## src/rtl/cfg_tmr_bank.sv

```systemverilog
module cfg_tmr_bank #(
  parameter int AW    = 3,
  parameter int DW    = 8,
  parameter int NREGS = 4
) (
  input  logic                  clk,
  input  logic                  rst_n,
  input  logic                  wr_en,
  input  logic [AW-1:0]         addr,
  input  logic [DW-1:0]         wdata,
  output logic [DW-1:0]         rdata,
  output logic [NREGS*DW-1:0]   cfg_q,
  output logic                  irq,
  input  logic                  inj_en,
  input  logic [$clog2(NREGS)-1:0] inj_reg,
  input  logic [$clog2(DW)-1:0] inj_bit,
  input  logic [1:0]            inj_copy
);
  localparam int RW   = $clog2(NREGS);
  localparam int BASE = 4;
  localparam logic [AW-1:0] A_RAW = AW'(0);
  localparam logic [AW-1:0] A_ENS = AW'(1);
  localparam logic [AW-1:0] A_ESET = AW'(2);
  localparam logic [AW-1:0] A_ECLR = AW'(3);

  logic [DW-1:0]    rv [NREGS];
  logic [NREGS-1:0] mm_vec;
  logic             mm_any;
  logic             raw_q, en_q;

  for (genvar g = 0; g < NREGS; g++) begin : g_reg
    localparam logic [AW-1:0] MY_A = AW'(BASE + g);
    logic [DW-1:0] c0, c1, c2;
    logic wsel, isel;
    assign wsel = wr_en && (addr == MY_A);
    assign isel = inj_en && (inj_reg == RW'(g));

    always_ff @(posedge clk or negedge rst_n) begin
      if (!rst_n) begin
        c0 <= '0;
        c1 <= '0;
        c2 <= '0;
      end else if (wsel) begin
        c0 <= wdata;
        c1 <= wdata;
        c2 <= wdata;
      end else if (isel) begin
        case (inj_copy)
          2'd0:    c0[inj_bit] <= ~c0[inj_bit];
          2'd1:    c1[inj_bit] <= ~c1[inj_bit];
          2'd2:    c2[inj_bit] <= ~c2[inj_bit];
          default: ;
        endcase
      end
    end

    assign rv[g] = c0 | c1 | c2;
    assign mm_vec[g] = |((c0 ^ c1) | (c1 ^ c2));
    assign cfg_q[g*DW +: DW] = rv[g];
  end

  assign mm_any = |mm_vec;

  logic set_wr, clr_wr, ens_wr, enc_wr;
  assign set_wr = wr_en && (addr == A_RAW)  && wdata[0];
  assign clr_wr = wr_en && (addr == A_ENS)  && wdata[0];
  assign ens_wr = wr_en && (addr == A_ESET) && wdata[0];
  assign enc_wr = wr_en && (addr == A_ECLR) && wdata[0];

  always_ff @(posedge clk or negedge rst_n) begin
    if (!rst_n) begin
      raw_q <= 1'b0;
      en_q  <= 1'b0;
    end else begin
      raw_q <= mm_any | set_wr | (raw_q & ~clr_wr);
      if (ens_wr)      en_q <= 1'b1;
      else if (enc_wr) en_q <= 1'b0;
    end
  end

  assign irq = raw_q & en_q;

  always_comb begin
    rdata = '0;
    case (addr)
      A_RAW:  rdata[0] = raw_q;
      A_ENS:  rdata[0] = raw_q & en_q;
      A_ESET: rdata[0] = en_q;
      A_ECLR: rdata[0] = en_q;
      default:
        for (int i = 0; i < NREGS; i++)
          if (addr == AW'(BASE + i)) rdata = rv[i];
    endcase
  end
endmodule

```

## config.mk

```make
export PLATFORM = sky130hd
export DESIGN_NAME = cfg_tmr_bank
export DESIGN_NICKNAME = d
export VERILOG_FILES = /design/src/rtl/cfg_tmr_bank.sv
export SDC_FILE = /design/constraint.sdc
export NUM_CORES = 1
export LEC_CHECK = 0
export ABC_AREA = 0
export BUFFER_PORTS_ARGS = -buffer_cell sky130_fd_sc_hd__buf_4
export CAP_MARGIN = 10
export CORE_ASPECT_RATIO = 0.6
export CORE_MARGIN = 1
export CORE_UTILIZATION = 51
export CTS_BUF_LIST = sky130_fd_sc_hd__clkbuf_2 sky130_fd_sc_hd__clkbuf_4 sky130_fd_sc_hd__clkbuf_8
export CTS_CLUSTER_DIAMETER = 100
export DETAILED_ROUTE_END_ITERATION = 8
export GPL_ROUTABILITY_DRIVEN = 0
export PLACE_DENSITY = 0.78
export SYNTH_ARGS = -nofsm -noshare
export SYNTH_HDL_FRONTEND = slang
export SYNTH_SLANG_ARGS = --single-unit
```

## constraint.sdc

```tcl
create_clock -name clk -period 5.8 [get_ports clk]
set_input_delay 0.87 -clock clk [delete_from_list [all_inputs] [get_ports clk]]
set_output_delay 0.87 -clock clk [all_outputs]
set_load 0.02 [all_outputs]
```

=== Yosys cells after proc, flatten, opt, wreduce, memory -nomap -nowiden ===
Index checks and enable logic that the tools add are counted.

* Register bits after elaboration: 98
* Bits of input ports: 22
* Output and inout port bits: 41
* Logic and storage cells: 199

* Equal/unequal tests: 12
* Magnitude comparators: 2
* Bitwise gates (word level): 37
* Reductions and logical operators: 52
* Mux-type cells: 82

{| class="wikitable"
|+ Operators with widths
! cell !! count
|-
| two-way mux 8 bit || 40
|-
| bitwise mux 8 bit || 12
|-
| bitwise OR 8 bit || 12
|-
| bitwise XOR 8 bit || 8
|-
| binary-select mux 1 bit (select 3 bit) || 12
|-
| nonzero test 2 bit || 17
|-
| OR reduction 32 bit || 1
|-
| AND reduction 2 bit || 12
|-
| logical AND 1 bit || 17
|-
| two-way mux 1 bit || 15
|-
| inverter 1 bit || 13
|-
| equality test 3 bit (second input constant) || 4
|-
| two-way mux 7 bit || 1
|-
| equality test 2 bit (second input constant) || 3
|-
| equality test 3 x 2 -> 1 bit (second input constant) || 2
|-
| equality test 2 x 1 -> 1 bit (second input constant) || 2
|-
| zero test 2 bit || 2
|-
| less-than comparator 3 x 4 -> 1 bit (second input constant) || 1
|-
| OR reduction 4 bit || 1
|-
| demux 1 bit (select 3 bit) || 1
|-
| equality test 3 x 1 -> 1 bit (second input constant) || 1
|-
| >= comparator 3 x 1 -> 1 bit (second input constant) || 1
|-
| zero test 3 bit || 1
|-
| one-hot mux 1 bit (3 select lines) || 1
|-
| 3 further kinds || 5
|}

=== Longest topological paths before layout ===
* Depth in word-level cells: 8
* Mapped depth: 9
* Mapped depth without buffers: 6

=== Least setup slack after synthesis ===
OpenSTA, ideal clock, no wires.

* Kind: input to output
* From: input port addr[0]
* To: output port rdata[0]
* Path slack: 2.741 ns
* Stages: 5
* Arrival: 2.189 ns
* Path buffers: 2
* Data required time: 4.930 ns
* Cells stage by stage: clkbuf_1 > buf_2 > mux4_2 > nand2_1 > o21ai_0

* Longest elaborated chain between the ends: 6
* Elaborated cells between the ends (all ways): 14
* Those cells by class: 7 x eq/ne; 5 x mux; 2 x reduce/logical

{| class="wikitable"
|+ RTL lines
! what !! line !! source
|-
| start: declaration || 9 || <nowiki>input logic [AW-1:0] addr,</nowiki>
|-
| equality test 3 bit || 92 || <nowiki>if (addr == AW'(BASE + i)) rdata = rv[i];</nowiki>
|-
| two-way mux 8 bit (4 in series) || 92 ||
|-
| one-hot mux 1 bit (3 select lines) (*) || 85 || <nowiki>case (addr)</nowiki>
|-
| end: declaration || 11 || <nowiki>output logic [DW-1:0] rdata,</nowiki>
|}

Every way passes the cells marked *; elsewhere a longest branch is shown, timed or not.

=== Final worst setup path ===
* From: register g_reg[2].c1[2]
* To: output port rdata[2]

* Longest elaborated chain between the ends: 5

{| class="wikitable"
|+ RTL lines
! what !! line !! source
|-
| start: declaration || 33 || <nowiki>logic [DW-1:0] c0, c1, c2;</nowiki>
|-
| start signal: assignment || 45 || <nowiki>c1 <= wdata;</nowiki>
|-
| start signal: indexed assignment || 50 || <nowiki>2'd1: c1[inj_bit] <= ~c1[inj_bit];</nowiki>
|-
| bitwise OR 8 bit (2 in series) || 57 || <nowiki>assign rv[g] = c0 | c1 | c2;</nowiki>
|-
| two-way mux 8 bit (2 in series) || 92 ||
|-
| two-way mux 7 bit || 85 ||
|}

Every way passes these cells.

==> flow_summary.yaml <==
timing:
  timing.fmax_mhz: 333
  timing.slew.headroom_pct: 26.3
  fin_worst_skew_ns: 0.00882
  worst_slack_ns: 2.80
  worst_slew_pin_slew_ns: 1.10
  tns_ns: 0
  min_period_ns: 3.00
  rsz0062_at_grt: "no"
  hold_violations: 0
  finalCritPeriodShare_pct: 51.8
  drv_slew: 0
  setup_violations: 0
floorplanning:
  core_area_mm2: 0.0131
  start_util_pct: 53.4
  core.rowCount: 32
  fp.dieArea_mm2: 0.0142
  die_h_um: 92.7
  top_level_ports: 63
  die_x_um: 153
drt:
  wl_mm: 24.6
  wl_per_cell_um: 26.6
  drtIter0Drc: 1171
  drtPass1Iterations: 7
  vias: 6647
  drc_errors: 0
  ant_nets: 0
  via_per_inst: 7.18
synth:
  ys_async_sr_fraction_pct: 100
  netlist_top_cells_count: "dfrtp_1, o211ai_1, inv_1"
  synth_top_area_share_pct: 35.1
  synth-edff-count: 0
  synth_flop_cell: "dfrtp_1"
  synth-seq-cells: 98
  syn-num-nets: 790
  synth_area_per_cell_um2: 9.50
  ys_types: 61
  synth_top_area_cell: "dfrtp_1"
  yosysWarnings: 0
  yosysSeqAreaShare_pct: 35.1
  synthTopCellsByArea: "dfrtp_1, o211ai_1, xnor2_1"
  syn-cell-area_mm2: 0.00699
  synth_cells: 736
  yosys.cell_count.top_type: "dfrtp_1"
grt:
  met1_usage_pct: 50.8
  grt_overflow_total: 0
  grt_pass1_wl_mm: 37.5
  grt_usage_pct: 35.7
  grt_antenna_before_repair: 2
  grt_busiest_layer: "met1"
  use_met3_pct: 14.2
  grt_max_degree: 67
  use_met2_pct: 49.4
  grt_pass1_vias: 6137
pwr:
  peakVddDrop_mv: 0.163
  p_leak_nw: 3.01
  power.density_mw_per_mm2: 332
worst_setup_path:
  worstPathArrival_ns: 2.13
  crit_start: "g_reg[2].c1[2]"
  crit_path_start_kind: "flop"
  crit_type: "reg2out"
  reg2reg_from: "g_reg[1].c1[0]"
  end_kind: "primary output"
  path_max_fanout: 4
  cp_data_required_time_ns: 4.93
clock_tree:
  clock_sinks: 98
  post_cts_buffers: 0
  cts_resized: 0
  cts_max_path_buffers: 2
  cts_max_level: 3
  cts_made_buffers: 9
  cts_hold_buf: 0
  cts_tree: "done"
  cts-root-buf: "clkbuf_8"
  clk_latency_ns: 0.39
  path_clk_slew_ns: 0.10
cells_and_area:
  drive_gt1_share_pct: 16.0
  nets: 805
  seq_area_mm2: 0.00245
  multiInputGateArea_mm2: 0.00402
  n_antenna_cell: 0
  area_growth_pct: 8.92
  fill_cells: 1120
run:
  cap_violations: 0
placement:
  io_buffer_count: 62
  dp_hpwl_mm: 17.8
  dp_slack_ns: 2.79
min_path:
  hp-class: "in2async"
status:
  status: "completed"
power by group:
group          switching [mW]  internal, mW  leakage (nW)
combinational           0.601         0.460          1.70
sequential              0.168         0.825          1.21
clock                   0.265         0.211        0.0945
metrics by stage:
stage | util [%] | cells | power, mW | instance area, um2 | hold WS (ns)
2_1_floorplan | - | 736 | 1.60 | 6990 | 0.435
3_3_place_gp | 56.6 | 910 | 1.98 | 7410 | 0.444
3_5_place_dp | 56.6 | 910 | 2.02 | 7410 | 0.458
4_1_cts | 58.1 | 926 | 2.48 | 7610 | 0.432
5_1_grt | 58.1 | 926 | 2.63 | 7610 | 0.453
6_report | 58.1 | 926 | 2.53 | 7610 | 0.409
sequential cells by signal, indices dropped and copies added (netlist names):
signal and flops:
g.c0 32, g.c1 32, g.c2 32, en_q 1
raw_q 1
per-layer routing:
metal / part of all wire, % / vias to the layer above
li1: - / 2758
met1: 39 / 3241
met2: 41 / 563
met3: 17 / 79
met4: 2.7 / 6
met5: 0.17 / -
worst paths after layout:
kind	endpoint	depth (start not counted)	slack [ns]
worst max-delay path	rdata[2]	6	2.80
max in group asynchronous	g_reg[0].c2[6]	2	4.14
worst min register to register	g_reg[1].c0[6]	1	0.50
worst min-delay path	g_reg[1].c1[2]	1	0.41
min in group clk	g_reg[1].c0[6]	1	0.50
worst max register to register	raw_q	6	3.51
placed cells by master, fill, tap and decap left out, types with 13 or more instances in the layout:
cell / Yosys / final
buf_4: 1 / 64
dfrtp_1: 98 / 98
ha_1: 32 / 32
inv_1: 65 / 65
mux2i_1: 14 / 14
mux4_2: 14 / 14
nand2_1: 48 / 48
nand2b_1: 35 / 35
nand3_1: 13 / 13
nor3_1: 21 / 21
o211ai_1: 85 / 85
o21ai_0: 21 / 21
o311ai_0: 26 / 26
xnor2_1: 52 / 52
cells by family after synthesis:
logic type,share of synthesized area [%]
AOI/OAI and AO/OA,20.8
xor gates and xnor gates,6.52
adders and majority gates,5.73
buffers and inverters,7.50
DFF,35.1
muxes,7.86
and+or+nand+nor,16.5
worst max-delay path, cell delays in order, from the launching register on:
cell,delay [ns]
dfrtp_1,0.46
inv_1,0.09
ha_1,0.15
nand2b_1,0.22
mux4_2,0.51
and2_1,0.17
buf_4,0.15
layout make-up:
cell class                      count  share of cell area, %
Clock buffer                       10                   1.81
Clock inverter                      6                  0.871
Sequential cell                    98                   32.2
Timing Repair Buffer               64                   6.31
Inverter                           65                   3.21
Multi-Input combinational cell    513                   52.8
Tap cell                          170                   2.79
Power figures use the tool's default switching activity.
